$ cat config.mk
export PLATFORM = sky130hd
export DESIGN_NAME = coh_home_dir
export DESIGN_NICKNAME = d
export VERILOG_FILES = /design/src/rtl/coh_home_dir.sv
export SDC_FILE = /design/constraint.sdc
export NUM_CORES = 1
export LEC_CHECK = 0
export ABC_AREA = 1
export BUFFER_PORTS_ARGS = -buffer_cell sky130_fd_sc_hd__buf_2
export CORE_MARGIN = 2
export CORE_UTILIZATION = 55
export CTS_CLUSTER_SIZE = 25
export DETAILED_ROUTE_END_ITERATION = 10
export GPL_TIMING_DRIVEN = 0
export PLACE_DENSITY = 0.77
export RECOVER_POWER = 25
export SLEW_MARGIN = 20
export SYNTH_ARGS = -nofsm -noshare
export SYNTH_HDL_FRONTEND = slang
export SYNTH_SLANG_ARGS = --single-unit
$ cat constraint.sdc
create_clock -name clk -period 2.6 [get_ports clk]
set_input_delay 0 -clock clk [delete_from_list [all_inputs] [get_ports clk]]
set_output_delay 0 -clock clk [all_outputs]
set_load 0.01 [all_outputs]
$ cat src/rtl/coh_home_dir.sv
module coh_home_dir #(
  parameter int NODE_W = 4,
  parameter int LINE_W = 3,
  parameter int QDEPTH = 4
) (
  input  logic              clk,
  input  logic              rst_n,
  input  logic              req_valid,
  output logic              req_ready,
  input  logic              req_wr,
  input  logic [NODE_W-1:0] req_node,
  input  logic [LINE_W-1:0] req_line,
  output logic              rsp_valid,
  output logic [NODE_W-1:0] rsp_node,
  output logic [LINE_W-1:0] rsp_line,
  output logic              rsp_data,
  output logic              rsp_head_vld,
  output logic [NODE_W-1:0] rsp_head,
  output logic [1:0]        rsp_state
);
  localparam int LINES = 1 << LINE_W;
  localparam int QW    = $clog2(QDEPTH);
  localparam int CW    = $clog2(QDEPTH + 1);
  localparam logic [1:0] ST_HOME  = 2'b00;
  localparam logic [1:0] ST_FRESH = 2'b01;
  localparam logic [1:0] ST_GONE  = 2'b10;

  typedef struct packed {
    logic              wr;
    logic [NODE_W-1:0] node;
    logic [LINE_W-1:0] line;
  } req_t;

  req_t              q_mem [QDEPTH];
  logic [QW-1:0]     wp, rp;
  logic [CW-1:0]     count;
  logic              busy;
  req_t              cur;
  logic [1:0]        tag_st [LINES];
  logic [NODE_W-1:0] tag_hd [LINES];

  wire push = req_valid && req_ready;
  wire pop  = !busy && (count != '0);
  assign req_ready = (count != CW'(QDEPTH));

  function automatic logic [QW-1:0] bump(input logic [QW-1:0] p);
    return (p == QW'(QDEPTH - 1)) ? '0 : p + 1'b1;
  endfunction

  always_ff @(posedge clk)
    if (push) q_mem[wp] <= '{wr: req_wr, node: req_node, line: req_line};

  always_ff @(posedge clk) begin
    if (!rst_n) begin
      wp    <= '0;
      rp    <= '0;
      count <= '0;
    end else begin
      if (push) wp <= bump(wp);
      if (pop)  rp <= bump(rp);
      count <= count + CW'(push) - CW'(pop);
    end
  end

  logic [1:0] raw_st, eff_st, nxt_st;
  logic       has_list;
  assign raw_st   = tag_st[cur.line];
  assign eff_st   = (raw_st == ST_FRESH || raw_st == ST_GONE) ? raw_st : ST_HOME;
  assign has_list = (eff_st != ST_HOME);
  assign nxt_st   = (eff_st == ST_GONE || cur.wr) ? ST_GONE : ST_FRESH;

  always_ff @(posedge clk) begin
    if (!rst_n) begin
      busy         <= 1'b0;
      cur          <= '0;
      rsp_valid    <= 1'b0;
      rsp_node     <= '0;
      rsp_line     <= '0;
      rsp_data     <= 1'b0;
      rsp_head_vld <= 1'b0;
      rsp_head     <= '0;
      rsp_state    <= ST_HOME;
      for (int i = 0; i < LINES; i++) begin
        tag_st[i] <= ST_HOME;
        tag_hd[i] <= '0;
      end
    end else begin
      rsp_valid <= 1'b0;
      if (pop) begin
        cur  <= q_mem[rp];
        busy <= 1'b1;
      end else if (busy) begin
        busy             <= 1'b0;
        rsp_valid        <= 1'b1;
        rsp_node         <= cur.node;
        rsp_line         <= cur.line;
        rsp_data         <= (eff_st != ST_GONE);
        rsp_head_vld     <= has_list;
        rsp_head         <= has_list ? tag_hd[cur.line] : '0;
        rsp_state        <= nxt_st;
        tag_st[cur.line] <= nxt_st;
        tag_hd[cur.line] <= cur.node;
      end
    end
  end
endmodule

Word-level counts from Yosys, hierarchy flattened
Memory sizes are Yosys's and may differ from the RTL's. A register that Yosys moved wholly into a read port is not among the register bits.
Cells that the tools add are included.

operators by class
  muxes and demuxes = 19
  reductions and logical operators = 11
  add/subtract/negate cells = 4
  equal/unequal tests = 7
  bitwise logic cells = 1

operators with widths
  operator                                                         number
  1-bit 2-to-1 mux                                                 10
  2-bit 2-to-1 mux                                                 5
  2-bit == test, second input constant                             4
  4-bit 2-to-1 mux                                                 2
  3-bit 2-to-1 mux                                                 2
  2-bit by 1-bit adder with 2-bit output, second input constant    2
  4-bit OR reduction                                               1
  3-bit by 1-bit adder with 3-bit output                           1
  3-bit != test, second input constant                             1
  3-bit nonzero test                                               1
  3-bit by 1-bit subtractor with 3-bit output                      1
  2-bit by 1-bit == test with 1-bit output, second input constant  1
  1-bit logical AND                                                2
  1-bit zero test                                                  2
  1-bit logical OR                                                 2
  2-bit != test, second input constant                             1
  2-bit AND reduction                                              1
  2-bit nonzero test                                               1
  2-bit OR reduction                                               1
  1-bit inverter                                                   1

word-level totals
  memories kept = 3
  memory bits (writable) = 80
  flip-flop bits (word level) = 24
  output and inout bits = 17

memory list
  name    words  width  rd ports  clocked after memory_dff  wr ports  line  source
  q_mem   4      8      1         1                         1         34    req_t q_mem [QDEPTH];
  tag_hd  8      4      1         0                         8         40    logic [NODE_W-1:0] tag_hd [LINES];
  tag_st  8      2      1         0                         8         39    logic [1:0] tag_st [LINES];

Depth between registers and ports, before layout
Gate-level depths: netlist (run 1).
An unclocked memory read counts as a cell.

  depth after elaboration = 8
  mapped depth = 15
  depth with buffers taken out = 14

Least setup slack after synthesis (run 1)
Ideal clock, no wire load.

  path type = register to register
  from = reg count[1]
  to = reg count[2]
  buffers on the path = 0
  stages on the path, launching flop included = 12
  slack = 693 ps
  data required time = 2530 ps
  library setup time = 70 ps
  data arrival time = 1837 ps
  cell sequence = dfxtp_1 inv_1 nand3_1 nand2_1 ha_1 inv_1 ha_1 inv_1 fa_1 inv_1 o21ai_0 a21oi_1

on the way
  longest elaborated chain between the ends = 4
  elaborated cells between the ends (all ways) = 6

ends and longest elaborated chain
  item                                         line  source
  start, declared                              36    logic [CW-1:0] count;
  start signal, assigned                       61    count <= count + CW'(push) - CW'(pop);
  3-bit != test                                44    assign req_ready = (count != CW'(QDEPTH));
  via req_ready                                9     output logic req_ready,
  1-bit logical AND                            42    wire push = req_valid && req_ready;
  3-bit by 1-bit adder with 3-bit output       61
  3-bit by 1-bit subtractor with 3-bit output  61

The timed path passes the listed nets, and every way through them passes these cells.
A chain may end at the register's enable or synchronous reset.

==> impl_metrics.yaml, run 1 <==
logic_synthesis:
  synthCells: 476
  seq_area_frac_synth: 0.6393
  ys_seq_elements: 112
  syn-num-nets: 496
  ys_warn_count: 0
  synth.distinct_cells: 28
  netlist_area_mm2: 0.004760
  synth.avg_cell_area_um2: 9.999
timing:
  slew_violations: 0
  fin_tns_setup_ns: 0
  fin_crit_ns: 2.398
  min_period_over_period: 0.9224
  finClkSkew_ns: 0.01090
  hold_viol_final: 0
  layout_setup_ws_ns: 0.2017
  worstMarginPinSlew_ns: 0.7683
  fmax_ghz: 0.4170
  relSlewSlack: 0.4859
  setup_viol: 0
  rsz0062_at_grt: "no"
job:
  maxCapViolations: 0
setup_path:
  crit_fanout: 10
  worstPathArrival_ns: 2.62
  startpoint: "cur[2]$_SDFFE_PN0P_"
  cp-end-kind: "register"
  worstSetupPathType: "register to register"
  r2r_start: "cur[2]$_SDFFE_PN0P_"
  required_ns: 2.82
  start_kind: "register"
placement:
  placed_area_mm2: 0.005026
  portBuffers: 27
  pre_cts_ws_ns: 0.07442
  place_congestion: 0.8352
  hpwl_um: 6823
  dp_cells: 608
floorplanning:
  dieHeight_um: 97.03
  start_util: 0.5735
  row_count: 33
  core_mm2: 0.008299
  dieArea_mm2: 0.009414
  ioPinCount: 28
  fp.dieW_um: 97.03
grt:
  grtUsageMet1: 0.2758
  grt_usage: 0.2257
  grtUsageMet3: 0.04841
  grt.busiest_layer: "met2"
  grt_pass1_wl_um: 16590
  grt_start_max_net_pins: 19
  antenna_found_initial: 0
  use_met2: 0.3964
  gr-total-overflow: 0
  grt_pass1_vias: 3346
detailed_routing:
  drc: 0
  wl_um: 10130
  via_count: 3397
  wl_per_cell_um: 16.00
  viasPerCell: 5.367
  antenna_left: 0
  drtIter0Drc: 315
  first_pass_iters: 5
clock_tree:
  cts_buffer_depth: 2
  clk_latency_ns: 0.38
  path_clk_slew_ns: 0.10
  cts_tree: "done"
  cts_buffers: 9
  cts.root.buffer_cell: "clkbuf_8"
  cts_sinks: 112
  h-tree-depth: 3
  post_cts_buffers: 0
power_and_ir_drop:
  power_switching_uw: 2197
  switching_share: 0.4023
  p_per_area_mw_per_mm2: 1034
  clkPwrFrac: 0.186
  power.internal_uw: 3264
  seqPwrFrac: 0.434
  p_comb_frac: 0.380
  leakage_uw: 0.002062
  vdd_drop_max_uv: 585.9
layout:
  fin_cells: 633
  final_area_mm2: 0.005283
  drive_above_1_share: 0.09091
  fin_nets: 543
  n_fill_cell: 681
  n_antenna_cell: 0
  area_growth_syn_to_layout_pct: 10.99
  final_common_cell: "nor2_1"
  final_cell_mix: "nor2_1 (105), edfxtp_1 (80), nand2_1 (72)"
  finish.utilization: 0.6365
worst_hold_path:
  min-delay-start: "req_valid"
  hp-class: "primary input to register"
run_status:
  status: "finished, final reports clean"
[per-stage QoR]
| stage | hold WS, ns | power (uW) |
|---|---|---|
| 2_1_floorplan | 0.09887 | 3801 |
| 3_3_place_gp | 0.2105 | 4401 |
| 3_5_place_dp | 0.2169 | 4458 |
| 4_1_cts | 0.07854 | 5484 |
| 5_1_grt | 0.1124 | 5816 |
| 6_report | 0.09342 | 5460 |
[flip-flops by register name, summed over array words and instances (netlist names)]
register and count:
busy 1, count 3, cur 8, q_mem 32, rp 2, rsp_data 1, rsp_head 4, rsp_head_vld 1
rsp_line 3, rsp_node 4, rsp_state 2, rsp_valid 1, tag_hd 32, tag_st 16, wp 2
[worst paths after layout]
| path | to | slack [ns] | depth (start not counted) |
|---|---|---|---|
| max | tag_st[0][0]$_SDFFCE_PN0P_ | 0.20 | 13 |
| max reg2reg | tag_st[0][0]$_SDFFCE_PN0P_ | 0.20 | 13 |
| min | wp[1]$_SDFFE_PN0P_ | 0.09 | 3 |
| min reg2reg | rsp_head[3]$_SDFFE_PN0P_ | 0.47 | 2 |
[cell families (layout without fill, tap and decap cells)]
group           Yosys count  count (layout)  share of synthesized area
compound gates           73              73                    0.07939
flops                   112             112                     0.6393
xor+xnor                  1               1                   0.001841
simple gates            216             216                     0.1927
fa+ha+maj                 9               9                    0.02524
buf+inv                  65             117                    0.06151
[power by group through the flow]
stage,clock (uW),combinational [uW],sequential [uW]
after floorplan,0,1400,2400
after global placement,0,2020,2390
after detailed placement,0,2060,2400
after CTS,1040,2090,2360
after global routing,1110,2310,2400
final,1020,2070,2370
[synthesized netlist by cell type]
master / number / area [um2]
nand2_1: 72 / 270.3
dfxtp_1: 32 / 640.6
nand3_1: 16 / 80.08
buf_6: 3 / 33.78
a22oi_1: 1 / 7.510
o21ai_1: 1 / 5.000
a21oi_1: 24 / 120.1
nor3b_1: 1 / 7.510
buf_2: 4 / 20.02
o21ai_0: 39 / 195.2
nand2_2: 6 / 37.54
nor2_8: 1 / 20.02
edfxtp_1: 80 / 2402
clkinv_1: 4 / 15.01
nor2_1: 105 / 394.1
nor2_2: 5 / 31.28
nand4_1: 5 / 31.28
o22ai_1: 8 / 50.05
inv_4: 1 / 6.260
ha_1: 8 / 100.1
fa_1: 1 / 20.02
inv_1: 39 / 146.4
inv_2: 5 / 18.77
nor2_4: 2 / 22.52
clkbuf_1: 4 / 15.01
xnor2_1: 1 / 8.760
buf_4: 5 / 37.54
nand3b_1: 3 / 22.52
[per-layer routing]
| layer | wire [um] | vias to the layer above |
|---|---|---|
| li1 | - | 1673 |
| met1 | 4082 | 1585 |
| met2 | 5336 | 120 |
| met3 | 541 | 19 |
| met4 | 170 | 0 |
| met5 | 0 | - |
[cell type report]
| class | instances | area, um2 | share of cell area |
|---|---|---|---|
| Multi-Input combinational cell | 299 | 1429 | 0.2705 |
| Inverter | 49 | 186.4 | 0.03529 |
| Clock inverter | 7 | 71.32 | 0.01350 |
| Clock buffer | 9 | 123.9 | 0.02345 |
| Sequential cell | 112 | 3043 | 0.5760 |
| Timing Repair Buffer | 36 | 195.2 | 0.03695 |
| Tap cell | 105 | 131.4 | 0.02487 |
| Buffer | 16 | 102.6 | 0.01942 |
[what timing repair did]
action,CTS,global route
resized for setup,0,1
hold endpoints to repair,33,0
hold buffers,9,0
setup endpoints to repair,0,8
[critical path: stages, from the launching register on]
cell and delay, ns:
dfxtp_1 0.33, buf_6 0.15, nor2_4 0.26, nand2_1 0.11, inv_2 0.07, nand2_1 0.06
nand2_1 0.08, nor2_1 0.06, nand3_1 0.08, inv_1 0.05, ha_1 0.25, nor2_4 0.30
inv_1 0.26, nor2_1 0.18
Note: power is estimated with default switching activity, not from simulation.
==> run 2, diff against run 1 <==
- SETUP_SLACK_MARGIN: not set -> 0.5
==> run 2 against run 1 <==
Clock-buffer cell count did not move. Worst hold slack improved by 0.34 ns. Sequential share of layout area shrank 1.8 points. Combinational power is 17% higher. Register-to-register slack better by 0.39 ns.
==> impl_metrics.yaml, run 2 (synthesis gave the netlist of run 1 again) <==
run_status:
  status: "finished, final reports clean"
detailed_routing:
  first_pass_iters: 5
  wl_per_cell_um: 16.15
  antenna_left: 0
  via_count: 3503
  viasPerCell: 5.439
  wl_um: 10400
  dr_wl_met3_um: 606
  met1_length_um: 4128
  met2_length_um: 5444
  drtIter0Drc: 317
  top_layer: "met4"
  drc: 0
clock_tree:
  cts_sinks: 112
  cts.root.buffer_cell: "clkbuf_8"
  path_clk_slew_ns: 0.11
  cts_buffers: 9
  cts_buffer_depth: 2
  cts_tree: "done"
  clk_latency_ns: 0.38
  h-tree-depth: 3
timing:
  hold_viol_final: 0
  worstMarginPinSlew_ns: 0.7689
  setup_viol: 0
  whs_ns: 0.4380
  slew_violations: 0
  min_period_over_period: 0.7735
  rsz0062_at_grt: "no"
  fin_crit_ns: 2.011
  fmax_ghz: 0.4972
  relSlewSlack: 0.4855
  finClkSkew_ns: 0.01185
  fin_tns_setup_ns: 0
layout:
  drive_above_1_share: 0.1447
  fin_nets: 554
  area_growth_syn_to_layout_pct: 14.91
  fin_cells: 644
  n_antenna_cell: 0
  final_cell_mix: "nor2_1 (100), edfxtp_1 (80), nand2_1 (67)"
  top_regs: "q_mem (32), tag_hd (32), tag_st (16)"
  final_common_cell: "nor2_1"
power_and_ir_drop:
  seqPwrFrac: 0.409
  vdd_drop_max_uv: 609.7
  clkPwrFrac: 0.176
  p_comb_frac: 0.415
  power_switching_uw: 2346
  switching_share: 0.4020
  p_per_area_mw_per_mm2: 1067
  power.internal_uw: 3489
  leakage_uw: 0.002118
grt:
  grt_pass1_wl_um: 16790
  grt_usage: 0.2283
  antenna_found_initial: 0
  grt_pass1_vias: 3411
  gr-total-overflow: 0
  grt_start_max_net_pins: 19
setup_path:
  worstSetupPathType: "register to register"
  required_ns: 2.92
  worstPathArrival_ns: 2.34
  crit_fanout: 10
  start_kind: "register"
  cp-end-kind: "register"
placement:
  place_congestion: 0.8352
  hpwl_um: 6823
  dp_cells: 608
  portBuffers: 27
floorplanning:
  dieArea_mm2: 0.009414
  start_util: 0.5735
  row_count: 33
  core_mm2: 0.008299
  fp.dieW_um: 97.03
  ioPinCount: 28
  dieHeight_um: 97.03
job:
  maxCapViolations: 0
worst_hold_path:
  hp-class: "primary input to register"
-- run 2: changes by cell type in the layout (fill, tap and decap cells not counted), sizes merged --
cell / change
dlygate4sd3: +1
buf: +10
inv: -1
clkinvlp: +1
-- run 2: final timing paths --
path,from,to,slack (ns),cells past startpoint
worst max-delay path,cur[0]$_SDFFE_PN0P_,rsp_head[0]$_SDFFE_PN0P_,0.59,14
worst min register to register,rsp_head[3]$_SDFFE_PN0P_,rsp_head[3]$_SDFFE_PN0P_,0.47,2
worst max register to register,cur[0]$_SDFFE_PN0P_,rsp_head[0]$_SDFFE_PN0P_,0.59,14
worst min-delay path,req_line[2],q_mem[0][2]$_DFFE_PP_,0.44,2
-- run 2: layer usage --
layer | GRT usage | up-vias
met4 | 0.07801 | 0
li1 | - | 1697
met2 | 0.4006 | 133
met3 | 0.05925 | 23
met5 | 0 | -
met1 | 0.2727 | 1650
-- run 2: repair_timing --
| action | in CTS | in global routing |
|---|---|---|
| gates resized for setup | 6 | 30 |
| endpoints found under the hold margin | 33 | 1 |
| pin swaps | 2 | 9 |
| hold buffers | 9 | 1 |
| endpoints found under the setup margin | 24 | 24 |
| setup buffers | 3 | 7 |
-- run 2: cell type report --
type,count,area (um2)
Buffer,16,126.4
Tap cell,105,131.4
Fill cell,648,2830
Timing Repair Buffer,47,284.0
Multi-Input combinational cell,299,1484
Sequential cell,112,3050
Inverter,49,197.7
Clock inverter,7,71.32
Clock buffer,9,123.9
-- run 2: worst max-delay path, cell delays in order (launching register included) --
cell,delay (ns)
dfxtp_2,0.35
buf_8,0.15
buf_8,0.14
nand3_1,0.09
nand2_2,0.07
nor2_2,0.12
nand3_1,0.10
inv_1,0.07
ha_2,0.28
nor2_4,0.12
buf_4,0.13
nand2_1,0.06
nor2_1,0.10
nand2_1,0.06
a21oi_1,0.11
-- run 2: power by group through the flow --
stage / combinational, uW / sequential [uW] / clock (uW)
2_1_floorplan: 1400 / 2400 / 0
3_5_place_dp: 2060 / 2400 / 0
5_1_grt: 2660 / 2420 / 1110
6_report: 2420 / 2390 / 1020
3_3_place_gp: 2020 / 2390 / 0
4_1_cts: 2180 / 2370 / 1040
-- run 2: per-stage QoR --
step	cell area [um2]	setup WS (ns)	total power, uW	util
after floorplan	4760	0.6931	3801	-
after global placement	5026	0.07013	4401	0.6056
after detailed placement	5026	0.07442	4458	0.6056
after CTS	5353	0.5141	5590	0.6450
after global routing	5469	0.4501	6183	0.6590
final	5469	0.5889	5835	0.6590
